==> src/rtl/pwd_pkg.sv <==
package pwd_pkg;

  // Control-unit register selector, taken from address bits [3:2]
  typedef enum logic [1:0] {
    SCU_CTRL = 2'd0,
    SCU_CFG  = 2'd1,
    SCU_STAT = 2'd2,
    SCU_INV  = 2'd3
  } scu_reg_e;

  localparam int unsigned MAX_CPU     = 4;
  localparam int unsigned SLOT_W      = 8;   // 256-byte slots
  localparam int unsigned SUB_W       = 5;   // 32-byte timer/watchdog sub-windows
  localparam int unsigned CPUIF_SLOT0 = 1;
  localparam int unsigned TMR_SLOT0   = CPUIF_SLOT0 + MAX_CPU + 1;

endpackage

==> src/rtl/pwd_region_decode.sv <==
module pwd_region_decode
  import pwd_pkg::*;
#(
  parameter int unsigned ADDR_W  = 13,
  parameter int unsigned NUM_CPU = 4
) (
  input  logic              clk,
  input  logic              rst_n,
  input  logic              req_valid,
  input  logic [ADDR_W-1:0] req_addr,
  output logic [NUM_CPU:0]  cpuif_sel,
  output logic [NUM_CPU:0]  tmr_sel,
  output logic [NUM_CPU:0]  wdg_sel,
  output logic              dist_sel,
  output logic              scu_hit,
  output logic              gap_hit
);

  localparam int unsigned IDX_W = ADDR_W - 1 - SLOT_W;
  localparam int unsigned SEL_W = SLOT_W - SUB_W;

  logic             lower_half;
  logic [IDX_W-1:0] slot_idx;
  logic [SEL_W-1:0] sub_idx;

  assign lower_half = ~req_addr[ADDR_W-1];
  assign slot_idx   = req_addr[ADDR_W-2:SLOT_W];
  assign sub_idx    = req_addr[SLOT_W-1:SUB_W];

  for (genvar k = 0; k <= NUM_CPU; k++) begin : g_slot
    logic cif_slot;
    logic tmr_slot;
    assign cif_slot     = lower_half && (slot_idx == IDX_W'(CPUIF_SLOT0 + k));
    assign tmr_slot     = lower_half && (slot_idx == IDX_W'(TMR_SLOT0 + k));
    assign cpuif_sel[k] = req_valid && cif_slot;
    assign tmr_sel[k]   = req_valid && tmr_slot && (sub_idx == SEL_W'(0));
    assign wdg_sel[k]   = req_valid && tmr_slot && (sub_idx == SEL_W'(1));
  end

  assign dist_sel = req_valid && req_addr[ADDR_W-1];
  assign scu_hit  = req_valid && lower_half && (slot_idx == '0);
  assign gap_hit  = req_valid && !(|cpuif_sel || |tmr_sel || |wdg_sel || dist_sel || scu_hit);

  AST_ONE_PATH: assert property (@(posedge clk) disable iff (!rst_n)
    $onehot0({cpuif_sel, tmr_sel, wdg_sel, dist_sel, scu_hit, gap_hit})) else $error("multi select");
  AST_EVERY_REQ_ROUTED: assert property (@(posedge clk) disable iff (!rst_n)
    req_valid |-> $countones({cpuif_sel, tmr_sel, wdg_sel, dist_sel, scu_hit, gap_hit}) == 1) else $error("unrouted");
  AST_IDLE_QUIET: assert property (@(posedge clk) disable iff (!rst_n)
    !req_valid |-> ({cpuif_sel, tmr_sel, wdg_sel, dist_sel, scu_hit, gap_hit} == '0)) else $error("idle select");

endmodule

==> src/rtl/pwd_scu_regfile.sv <==
module pwd_scu_regfile
  import pwd_pkg::*;
#(
  parameter int unsigned NUM_CPU = 4,
  parameter int unsigned DATA_W  = 32
) (
  input  logic              clk,
  input  logic              rst_n,
  input  logic              acc_en,
  input  logic              acc_wr,
  input  logic [SLOT_W-1:0] acc_ofs,
  input  logic              acc_wbit,
  output logic [DATA_W-1:0] rd_data,
  output logic              ofs_bad,
  output logic              ctrl_bit
);

  localparam int unsigned CFG_INT  = (((1 << NUM_CPU) - 1) << 4) | (NUM_CPU - 1);
  localparam logic [DATA_W-1:0] CFG_WORD = DATA_W'(CFG_INT);

  logic     ofs_known;
  scu_reg_e reg_sel;
  logic     ctrl_we;
  logic     ctrl_d;
  logic     ctrl_q;

  assign ofs_known = (acc_ofs[SLOT_W-1:4] == '0) && (acc_ofs[1:0] == 2'b00);
  assign reg_sel   = scu_reg_e'(acc_ofs[3:2]);
  assign ofs_bad   = acc_en && !ofs_known;
  assign ctrl_we   = acc_en && acc_wr && ofs_known && (reg_sel == SCU_CTRL);

  // next state
  always_comb begin
    ctrl_d = ctrl_q;
    if (ctrl_we) ctrl_d = acc_wbit;
  end

  // register with explicit enable
  always_ff @(posedge clk or negedge rst_n) begin
    if (!rst_n)       ctrl_q <= 1'b0;
    else if (ctrl_we) ctrl_q <= ctrl_d;
  end

  always_comb begin
    rd_data = '0;
    if (ofs_known) begin
      case (reg_sel)
        SCU_CTRL: rd_data = {{(DATA_W-1){1'b0}}, ctrl_q};
        SCU_CFG:  rd_data = CFG_WORD;
        SCU_STAT: rd_data = '0;
        SCU_INV:  rd_data = '0;
        default:  rd_data = '0;
      endcase
    end
  end

  assign ctrl_bit = ctrl_q;

  AST_CTRL_ONLY_BY_WRITE: assert property (@(posedge clk) disable iff (!rst_n)
    !$stable(ctrl_q) |-> $past(acc_en && acc_wr && acc_ofs == '0)) else $error("ctrl changed");

endmodule

==> src/rtl/pwd_local_resp.sv <==
module pwd_local_resp #(
  parameter int unsigned DATA_W = 32
) (
  input  logic              clk,
  input  logic              rst_n,
  input  logic              loc_en,
  input  logic              loc_err,
  input  logic [DATA_W-1:0] loc_rdata,
  output logic              rsp_valid,
  output logic              rsp_err,
  output logic [DATA_W-1:0] rsp_rdata
);

  logic              vld_d, err_d, dat_en;
  logic              vld_q, err_q;
  logic [DATA_W-1:0] dat_d, dat_q;

  always_comb begin
    vld_d  = loc_en;
    err_d  = loc_en && loc_err;
    dat_d  = (loc_en && !loc_err) ? loc_rdata : '0;
    dat_en = loc_en || vld_q;
  end

  always_ff @(posedge clk or negedge rst_n) begin
    if (!rst_n) begin
      vld_q <= 1'b0;
      err_q <= 1'b0;
    end else begin
      vld_q <= vld_d;
      err_q <= err_d;
    end
  end

  always_ff @(posedge clk or negedge rst_n) begin
    if (!rst_n)      dat_q <= '0;
    else if (dat_en) dat_q <= dat_d;
  end

  assign rsp_valid = vld_q;
  assign rsp_err   = err_q;
  assign rsp_rdata = dat_q;

  AST_ERR_HAS_NO_DATA: assert property (@(posedge clk) disable iff (!rst_n)
    rsp_err |-> (rsp_rdata == '0)) else $error("err data");
  AST_ERR_ONLY_VALID: assert property (@(posedge clk) disable iff (!rst_n)
    rsp_err |-> rsp_valid) else $error("err w/o valid");

endmodule

==> src/rtl/priv_window_decoder.sv <==
module priv_window_decoder
  import pwd_pkg::*;
#(
  parameter int unsigned NUM_CPU = 4,
  parameter int unsigned ADDR_W  = 13,
  parameter int unsigned DATA_W  = 32
) (
  input  logic              clk,
  input  logic              rst_n,
  input  logic              req_valid,
  input  logic              req_write,
  input  logic [ADDR_W-1:0] req_addr,
  input  logic [DATA_W-1:0] req_wdata,
  output logic [NUM_CPU:0]  cpuif_sel,
  output logic [NUM_CPU:0]  tmr_sel,
  output logic [NUM_CPU:0]  wdg_sel,
  output logic              dist_sel,
  output logic [SLOT_W-1:0] tgt_offset,
  output logic              rsp_valid,
  output logic              rsp_err,
  output logic [DATA_W-1:0] rsp_rdata
);

  logic              scu_hit, gap_hit;
  logic              ofs_bad, ctrl_bit;
  logic [DATA_W-1:0] reg_rdata;
  logic              loc_en, loc_err;
  logic [DATA_W-1:0] loc_rdata;
  logic              unused_wdata_hi;

  assign unused_wdata_hi = ^req_wdata[DATA_W-1:1];

  pwd_region_decode #(.ADDR_W(ADDR_W), .NUM_CPU(NUM_CPU)) u_dec (
    .clk       (clk),
    .rst_n     (rst_n),
    .req_valid (req_valid),
    .req_addr  (req_addr),
    .cpuif_sel (cpuif_sel),
    .tmr_sel   (tmr_sel),
    .wdg_sel   (wdg_sel),
    .dist_sel  (dist_sel),
    .scu_hit   (scu_hit),
    .gap_hit   (gap_hit)
  );

  pwd_scu_regfile #(.NUM_CPU(NUM_CPU), .DATA_W(DATA_W)) u_regs (
    .clk      (clk),
    .rst_n    (rst_n),
    .acc_en   (scu_hit),
    .acc_wr   (req_write),
    .acc_ofs  (req_addr[SLOT_W-1:0]),
    .acc_wbit (req_wdata[0]),
    .rd_data  (reg_rdata),
    .ofs_bad  (ofs_bad),
    .ctrl_bit (ctrl_bit)
  );

  assign loc_en    = scu_hit || gap_hit;
  assign loc_err   = gap_hit || ofs_bad;
  assign loc_rdata = req_write ? '0 : reg_rdata;

  pwd_local_resp #(.DATA_W(DATA_W)) u_resp (
    .clk       (clk),
    .rst_n     (rst_n),
    .loc_en    (loc_en),
    .loc_err   (loc_err),
    .loc_rdata (loc_rdata),
    .rsp_valid (rsp_valid),
    .rsp_err   (rsp_err),
    .rsp_rdata (rsp_rdata)
  );

  assign tgt_offset = req_addr[SLOT_W-1:0];

  AST_RSP_FOLLOWS_LOCAL: assert property (@(posedge clk) disable iff (!rst_n)
    rsp_valid |-> $past(req_valid && !dist_sel && !(|cpuif_sel) && !(|tmr_sel) && !(|wdg_sel))) else $error("stray rsp");
  AST_CTRL_LOADS_BIT0: assert property (@(posedge clk) disable iff (!rst_n)
    (req_valid && req_write && req_addr == '0) |=> (ctrl_bit == $past(req_wdata[0]))) else $error("ctrl load");

endmodule

==> config.mk <==
export PLATFORM = sky130hd
export DESIGN_NAME = priv_window_decoder
export DESIGN_NICKNAME = d
export VERILOG_FILES = /design/src/rtl/pwd_pkg.sv /design/src/rtl/pwd_region_decode.sv /design/src/rtl/pwd_scu_regfile.sv /design/src/rtl/pwd_local_resp.sv /design/src/rtl/priv_window_decoder.sv
export SDC_FILE = /design/constraint.sdc
export NUM_CORES = 1
export LEC_CHECK = 0
export CAP_MARGIN = 10
export CORE_MARGIN = 3
export CORE_UTILIZATION = 51
export CTS_BUF_LIST = sky130_fd_sc_hd__clkbuf_8 sky130_fd_sc_hd__clkbuf_16
export DETAILED_ROUTE_END_ITERATION = 7
export DONT_BUFFER_PORTS = 1
export PLACE_DENSITY = 0.69
export SLEW_MARGIN = 15
export SYNTH_ARGS = -nofsm -noshare
export SYNTH_HDL_FRONTEND = slang
export SYNTH_SLANG_ARGS = --single-unit
export TNS_END_PERCENT = 100
==> constraint.sdc <==
create_clock -name clk -period 1.45 [get_ports clk]
set_clock_uncertainty 0.15 [all_clocks]
set_input_delay 0.29 -clock clk [delete_from_list [all_inputs] [get_ports clk]]
set_output_delay 0.29 -clock clk [all_outputs]
set_load 0.01 [all_outputs]
# == After elaboration in Yosys (flattened, before gate mapping) ==
# Index checks and enable logic that the tools add are counted.
# classes
n_eq_ne,14
n_mux,4
bitwise,1
n_reduce_logical,60
# op_table
cell,n
two-way mux 32 bit,3
one-hot mux 32 bit (3 select lines),1
logical AND 1 bit,41
"== test 4 x 3 -> 1 bit, second input constant",4
OR reduction 5 bit,3
"== test 4 bit, second input constant",3
"== test 4 x 2 -> 1 bit, second input constant",2
zero test 4 bit,2
logical OR 1 bit,7
"== test 2 bit, second input constant",2
"== test 4 x 1 -> 1 bit, second input constant",1
zero test 2 bit,2
"== test 3 x 1 -> 1 bit, second input constant",1
zero test 1 bit,3
zero test 3 bit,1
"== test 2 x 1 -> 1 bit, second input constant",1
OR reduction 2 bit,1
inverter 1 bit,1
# totals
register_bits,35
inputBits,49
output_inout_bits,58
word_cells,83

# == Longest topological paths before layout ==
# Gate-level depths: netlist (run 1).
# logic_depth
ltp_word,15
depth_mapped,6
ltp_nobuf,5

# == Hierarchy ==
# From an unflattened synthesis (run 1), not the netlist that was laid out.
# unflattened
cells_unflattened,193
hier_area_um2,2033.2
# by_module_without_submodules
module,instances,cells_each,area_each_um2,seq_area_each_um2
pwd_local_resp,1,76,1207.4,850.8
pwd_scu_regfile,1,41,332.8,25.0
priv_window_decoder,1,45,295.3,0.0
pwd_region_decode,1,31,197.7,0.0

# == Worst setup path after synthesis (run 1) ==
# Ideal clock, no wire load.
# synth_timing
kind,input to register
start,input req_addr[8]
end,register u_regs.ctrl_q (netlist: u_regs.ctrl_bit)
arrival_time_ps,1718
setup_slack_ps,-543
cell_stages,5
path_cell_list,or4b_4 > or3_4 > nor3_2 > nand3b_1 > mux2_4
# synth_via
elab_chain_len,5
# synth_rtl
element,line,text
"start, declared",priv_window_decoder.sv:12,"input logic [ADDR_W-1:0] req_addr,"
zero test 4 bit,pwd_region_decode.sv:41,assign scu_hit = req_valid && lower_half && (slot_idx == '0);
logical AND 1 bit,pwd_region_decode.sv:41,
logical AND 1 bit (3 in series),pwd_scu_regfile.sv:30,assign ctrl_we = acc_en && acc_wr && ofs_known && (reg_sel == SCU_CTRL);
"end signal, assigned",pwd_scu_regfile.sv:41,else if (ctrl_we) ctrl_q <= ctrl_d;
"end, declared",pwd_scu_regfile.sv:25,logic ctrl_q;
# Every way passes these cells.
# A chain may end at the register's enable or synchronous reset.

# == Worst setup path after layout (run 1) ==
# Ends and elaborated chain as after synthesis.

==> flow_metrics.py, run 1 <==
metrics = {
    "power": {
        "sw_frac_of_total_pct": 28.2,
        "p_sw_mw": 0.143,
        "pwr-share-seq_pct": 29.1,
        "ir_drop_mv": 0.325,
        "p_comb_share_pct": 21.3,
        "pwr-share-clk_pct": 49.7,
        "p_leak_nw": 0.359,
        "internal-power_mw": 0.365,
        "cellPowerDensity_nw_per_um2": 578,
    },
    "worst_hold_path": {
        "min_to": "u_resp.rsp_rdata[6]",
        "hp-start": "req_addr[2]",
        "hold_class": "in2reg",
        "hold_depth": 2,
    },
    "clocking": {
        "htreeDepth": 1,
        "clk_path_buf_depth": 2,
        "clkSlewWorstSetupHoldPaths_ps": 40,
        "numCtsBuffers": 3,
        "clk_latency_ps": 220,
        "tritoncts": "yes",
        "clock_sinks": 5,
        "cts-root-buf": "clkbuf_8",
    },
    "placed_design": {
        "place.gp.congestion": 0.775,
        "dp_cells": 114,
        "io_buffers": 0,
        "hpwl_um": 1340,
        "place_area_um2": 713,
    },
    "detailed_routing": {
        "routed-via-count": 667,
        "drtAntennaViolNets": 0,
        "drc_errors": 0,
        "wl_per_cell_um": 14.8,
        "routed_wl_um": 1830,
        "wl_met3_um": 205,
        "highest_layer": "met4",
        "routed_via_density": 5.38,
        "firstDrtPassIters": 4,
        "wl_met1_um": 696,
        "drt_iter0_markers": 9,
        "dr_wl_met2_um": 900,
    },
    "grt": {
        "antenna_found_initial": 0,
        "gr-total-overflow": 0,
        "grt_max_degree": 13,
        "grt_pass1_vias": 589,
        "grt_usage_pct": 17.8,
        "grt_pass1_wl_um": 2600,
    },
    "worst_setup_path": {
        "cp.required_ps": 1400,
        "r2r-start": "u_resp.rsp_rdata[6]",
        "ff2ff_path_depth": 2,
        "r2r_slack_ps": 380,
        "slowest_stage": "or4b_4",
        "worstPathMaxFanout": 9,
        "reg2reg_to": "u_resp.rsp_rdata[6]",
        "critPathLaunchType": "input pin",
        "arrival_ps": 1750,
        "slowest_delay_ps": 520,
        "cp_cell_sequence": "or4b_4 -> or3_4 -> nor3_2 -> nand3b_1 -> mux2_4",
        "critPathCaptureType": "flip-flop",
        "path_class": "in2reg",
    },
    "sta": {
        "setup_viol": 11,
        "post-route-period-util_pct": 124,
        "hold_viol_final": 0,
        "fin_crit_ps": 1800,
        "fin_tns_setup_ps": -2450,
        "fin_ws_ps": -345,
        "drv_slew": 0,
        "max_freq_mhz": 557,
        "grt_setup_unrepaired": "true",
    },
    "synth": {
        "synth_xor_area_share_pct": 0,
        "ys_ff_latch": 5,
        "ys.flop_type": "dfrtp_1",
        "synthAdderAreaFrac_pct": 0,
        "yosysWarnings": 0,
        "synth_seq_area_share_pct": 16.1,
        "synth_cell_types": 33,
        "synth-compound-area-share_pct": 8.51,
        "ys_async_sr_fraction_pct": 100,
        "yosys-mux-area-fraction_pct": 1.93,
        "syn_avg_cell_area_um2": 7.35,
        "netlist_area_um2": 779,
        "yosys.area_share.simple_pct": 34.0,
        "syn-instance-count": 106,
        "synth_edf_count": 0,
        "synth_top_family_by_area": "buffers and inverters",
    },
    "run_status": {
        "status": "complete, but fails checks",
        "violations": "setup timing",
    },
    "die": {
        "die_w_um": 45.1,
        "die_height_um": 45.1,
        "initial_core_util_pct": 57.1,
        "core-area_um2": 1370,
        "ios": 107,
        "dieArea_um2": 2030,
        "rows": 13,
    },
    "final_layout": {
        "fillCellCount": 128,
        "n_antenna_cell": 0,
        "drive_gt1_share_pct": 35.8,
        "stdcell_area_um2": 880,
        "final_nets": 159,
        "final_cells": 124,
        "area_growth_pct": 12.8,
    },
    "flow_run": {
        "max_cap_violations": 0,
    },
}
synthesized netlist by cell type, types with 2 or more instances:
cell / instances / area, µm²
nand3b_1: 3 / 22.5
inv_1: 2 / 7.51
nor2_1: 16 / 60.1
clkbuf_1: 3 / 11.3
nand4_1: 2 / 12.5
or3_1: 2 / 12.5
nand2b_1: 3 / 18.8
o21ai_0: 2 / 10.0
nand2_1: 3 / 11.3
nor2b_1: 3 / 18.8
nor3b_1: 2 / 15.0
o21ai_1: 2 / 10.0
buf_4: 38 / 285
dfrtp_1: 5 / 125
nor3_1: 2 / 10.0
per-layer routing:
layer / GRT usage [%] / vias to the layer above
met3: 5.58 / 2
met4: 12.3 / 0
met5: 0 / -
met1: 21.3 / 313
li1: - / 303
met2: 26.8 / 49
sequential cells by signal, summed over array words and instances, names as in the netlist:
register and count:
u_regs.ctrl_bit 1, u_resp.rsp_err 1, u_resp.rsp_rdata 2, u_resp.rsp_valid 1
repair_timing:
action,4_1_cts,5_1_grt
gates resized for setup,14,6
hold buffers,1,0
pin swaps,8,12
setup endpoints to repair,10,15
setup buffers,2,4
endpoints found under the hold margin,5,0
worst max-delay path by stage:
stage / start / to / slack [ps] / cells past startpoint
floorplan: req_addr[8] / u_regs.ctrl_bit / -540 / 5
global placement: req_addr[8] / u_regs.ctrl_bit / -530 / 5
detailed placement: req_addr[8] / u_regs.ctrl_bit / -550 / 5
CTS: req_addr[8] / u_regs.ctrl_bit / -330 / 5
global route: req_addr[8] / u_regs.ctrl_bit / -390 / 5
finish: req_addr[8] / u_regs.ctrl_bit / -350 / 5
final cells by class:
cell class              count  area [µm²]  area share (%)
clock buffers               3        41.3            4.69
well taps                  15        18.8            2.13
multi-input cells          83         553            62.9
flip-flops and latches      5         125            14.2
inverters                   2        7.51           0.853
clock inverters             1        3.75           0.427
repair buffers             15         130            14.8
critical path: cells and delay by family:
| kind | cells | cell delay [ps] |
|---|---|---|
| multiplexers | 1 | 310 |
| AND/OR/NAND/NOR | 4 | 1140 |
placed cells by master, fill, tap and decap left out, drive strengths merged:
cell type,Yosys,final
conb,1,26
nor2,16,16
buf,38,14
dfrtp,5,5
o21ai,4,4
inv,2,3
nand2,3,3
nand3b,3,3
or3,3,3
nand2b,3,3
clkbuf,3,3
nor3,3,3
nor2b,3,3
nand4,2,2
nor3b,2,2
and4,1,1
or4b,1,1
or2,1,1
and2,1,1
o211ai,1,1
a32oi,1,1
nand3,1,1
nor4b,1,1
o311ai,1,1
o41ai,1,1
a21oi,1,1
or4,1,1
o31ai,1,1
nor4,1,1
mux2,1,1
dlygate4sd3,0,1
stage by stage:
| stage | total power [mW] | setup slack, ps | hold slack [ps] | util [%] |
|---|---|---|---|---|
| 5_1_grt | 0.533 | -390 | 67.9 | 64.4 |
| 3_3_place_gp | 0.236 | -529 | -155 | 52.2 |
| 6_report | 0.508 | -345 | 53.4 | 64.4 |
| 4_1_cts | 0.504 | -334 | 51.5 | 61.0 |
| 3_5_place_dp | 0.237 | -551 | -155 | 52.2 |
| 2_1_floorplan | 0.306 | -543 | -156 | - |
kinds of logic after synthesis:
logic type	Yosys count
buffers and inverters	43
muxes	1
DFF	5
AOI/OAI and AO/OA	10
and+or+nand+nor	46
other	1
power by group through the flow:
stage	Clock, mW	Sequential (mW)	Combinational [mW]
floorplan	0	0.149	0.157
global placement	0	0.149	0.0863
detailed placement	0	0.149	0.0876
CTS	0.256	0.148	0.100
global route	0.267	0.148	0.118
finish	0.253	0.148	0.108
(Power assumes the default switching activity.)
==> run 2, diff against run 1 <==
Settings changed: CORE_UTILIZATION 51 to 30, PLACE_DENSITY 0.69 to unset, SKIP_CTS_REPAIR_TIMING set to 1.
==> run 2 against run 1 <==
Effect of this change: the flow still finishes with violations (setup timing); wire length up 1.1%; power is 1.2% lower; combinational power down 5%; count of clock-buffer cells in the layout is the same; maximum frequency up 0.63%; final cell count rose by 8.9%; worst hold slack got worse by 4.8 ps; non-clock buffer count down 2.
==> flow_metrics.py, run 2 (synthesized netlist as in run 1, its figures left out) <==
metrics = {
    "grt": {
        "grt_pass1_wl_um": 2510,
        "grt_max_degree": 13,
        "grt_pass1_vias": 551,
        "gr-total-overflow": 0,
        "antenna_found_initial": 0,
        "grt_usage_pct": 9.98,
    },
    "placed_design": {
        "hpwl_um": 1460,
        "place.gp.congestion": 0.802,
        "io_buffers": 0,
        "place_area_um2": 729,
        "dp_cells": 127,
    },
    "final_layout": {
        "layout_common_cells": "26 x conb_1, 11 x buf_4, 7 x nor2_4",
        "drive_gt1_share_pct": 34.6,
        "final_nets": 157,
        "fillCellCount": 249,
        "final_common_cell": "conb_1",
        "final_cells": 135,
        "largest_register_ffs": 2,
        "area_growth_pct": 10.4,
        "stdcell_area_um2": 861,
        "n_antenna_cell": 0,
    },
    "run_status": {
        "status": "complete, but fails checks",
        "violations": "setup timing",
    },
    "worst_setup_path": {
        "worstPathMaxFanout": 9,
        "path_class": "in2reg",
        "critPathLaunchType": "input pin",
        "cp.required_ps": 1400,
        "arrival_ps": 1740,
        "critPathCaptureType": "flip-flop",
    },
    "clocking": {
        "htreeDepth": 1,
        "clk_latency_ps": 220,
        "tritoncts": "yes",
        "numCtsBuffers": 3,
        "clk_path_buf_depth": 2,
        "clock_sinks": 5,
        "cts-root-buf": "clkbuf_8",
        "clkSlewWorstSetupHoldPaths_ps": 40,
    },
    "power": {
        "p_total_mw": 0.502,
        "cellPowerDensity_nw_per_um2": 583,
        "ir_drop_mv": 0.475,
        "p_leak_nw": 0.346,
    },
    "detailed_routing": {
        "drc_errors": 0,
        "wl_per_cell_um": 13.7,
        "routed_wl_um": 1850,
        "drt_iter0_markers": 8,
        "routed_via_density": 4.71,
        "drtAntennaViolNets": 0,
        "firstDrtPassIters": 4,
        "routed-via-count": 636,
    },
    "worst_hold_path": {
        "hold_class": "in2reg",
    },
    "sta": {
        "fin_ws_ps": -334,
        "grt_setup_unrepaired": "true",
        "setup_viol": 11,
        "hold_viol_final": 0,
        "fin_crit_ps": 1780,
        "post-route-period-util_pct": 123,
        "max_freq_mhz": 561,
        "drv_slew": 0,
        "whs_ps": 48.6,
    },
    "die": {
        "dieArea_um2": 3250,
        "ios": 107,
        "initial_core_util_pct": 33.3,
        "die_w_um": 57.0,
        "core-area_um2": 2340,
        "die_height_um": 57.0,
        "rows": 17,
    },
    "flow_run": {
        "max_cap_violations": 0,
    },
}
## run 2: cell count changes in the layout (fill, tap and decap cells not counted), sizes merged
cell,delta
buf,-2
## run 2: worst max-delay path, stage by stage
cell	delay (ps)
or4b_4	520
or3_4	360
nor3_2	150
nand3b_1	110
mux2_4	300
## run 2: report_power, final
| part | internal, mW | switching [mW] | total [mW] |
|---|---|---|---|
| Combinational | 0.0364 | 0.0670 | 0.103 |
| Clock | 0.182 | 0.0694 | 0.251 |
| Sequential | 0.144 | 0.00382 | 0.148 |
| Total | 0.362 | 0.140 | 0.502 |
## run 2: final timing paths
kind,from,endpoint,slack (ps),cells past startpoint
setup reg to reg,u_resp.rsp_rdata[6],u_resp.rsp_rdata[6],360,2
min in group asynchronous,rst_n,u_regs.ctrl_bit,220,1
max in group asynchronous,rst_n,u_resp.rsp_valid,730,1
hold / removal,req_addr[2],u_resp.rsp_rdata[6],50,2
setup / recovery,req_addr[8],u_regs.ctrl_bit,-330,5
hold reg to reg,u_regs.ctrl_bit,u_regs.ctrl_bit,360,1
## run 2: per-stage QoR
| step | setup TNS, ps | worst slack [ps] | utilization, % |
|---|---|---|---|
| 2_1_floorplan | -2140 | -543 | - |
| 3_3_place_gp | -3160 | -535 | 31.2 |
| 3_5_place_dp | -3350 | -561 | 31.2 |
| 4_1_cts | -2430 | -407 | 33.1 |
| 5_1_grt | -2470 | -372 | 36.8 |
| 6_report | -1930 | -334 | 36.8 |
## run 2: area by class of cell
type	instances	area, µm²	area share [%]
Multi-Input combinational cell	83	544	63.2
Clock inverter	1	3.75	0.436
Timing Repair Buffer	13	104	12.1
Clock buffer	3	41.3	4.80
Sequential cell	5	125	14.5
Tap cell	28	35.0	4.07
Inverter	2	7.51	0.872
## run 2: metal layers
metal,track usage [%],routed length [µm]
met1,12.4,676
met4,4.97,31
met5,0,0
met2,15.5,946
met3,3.17,195
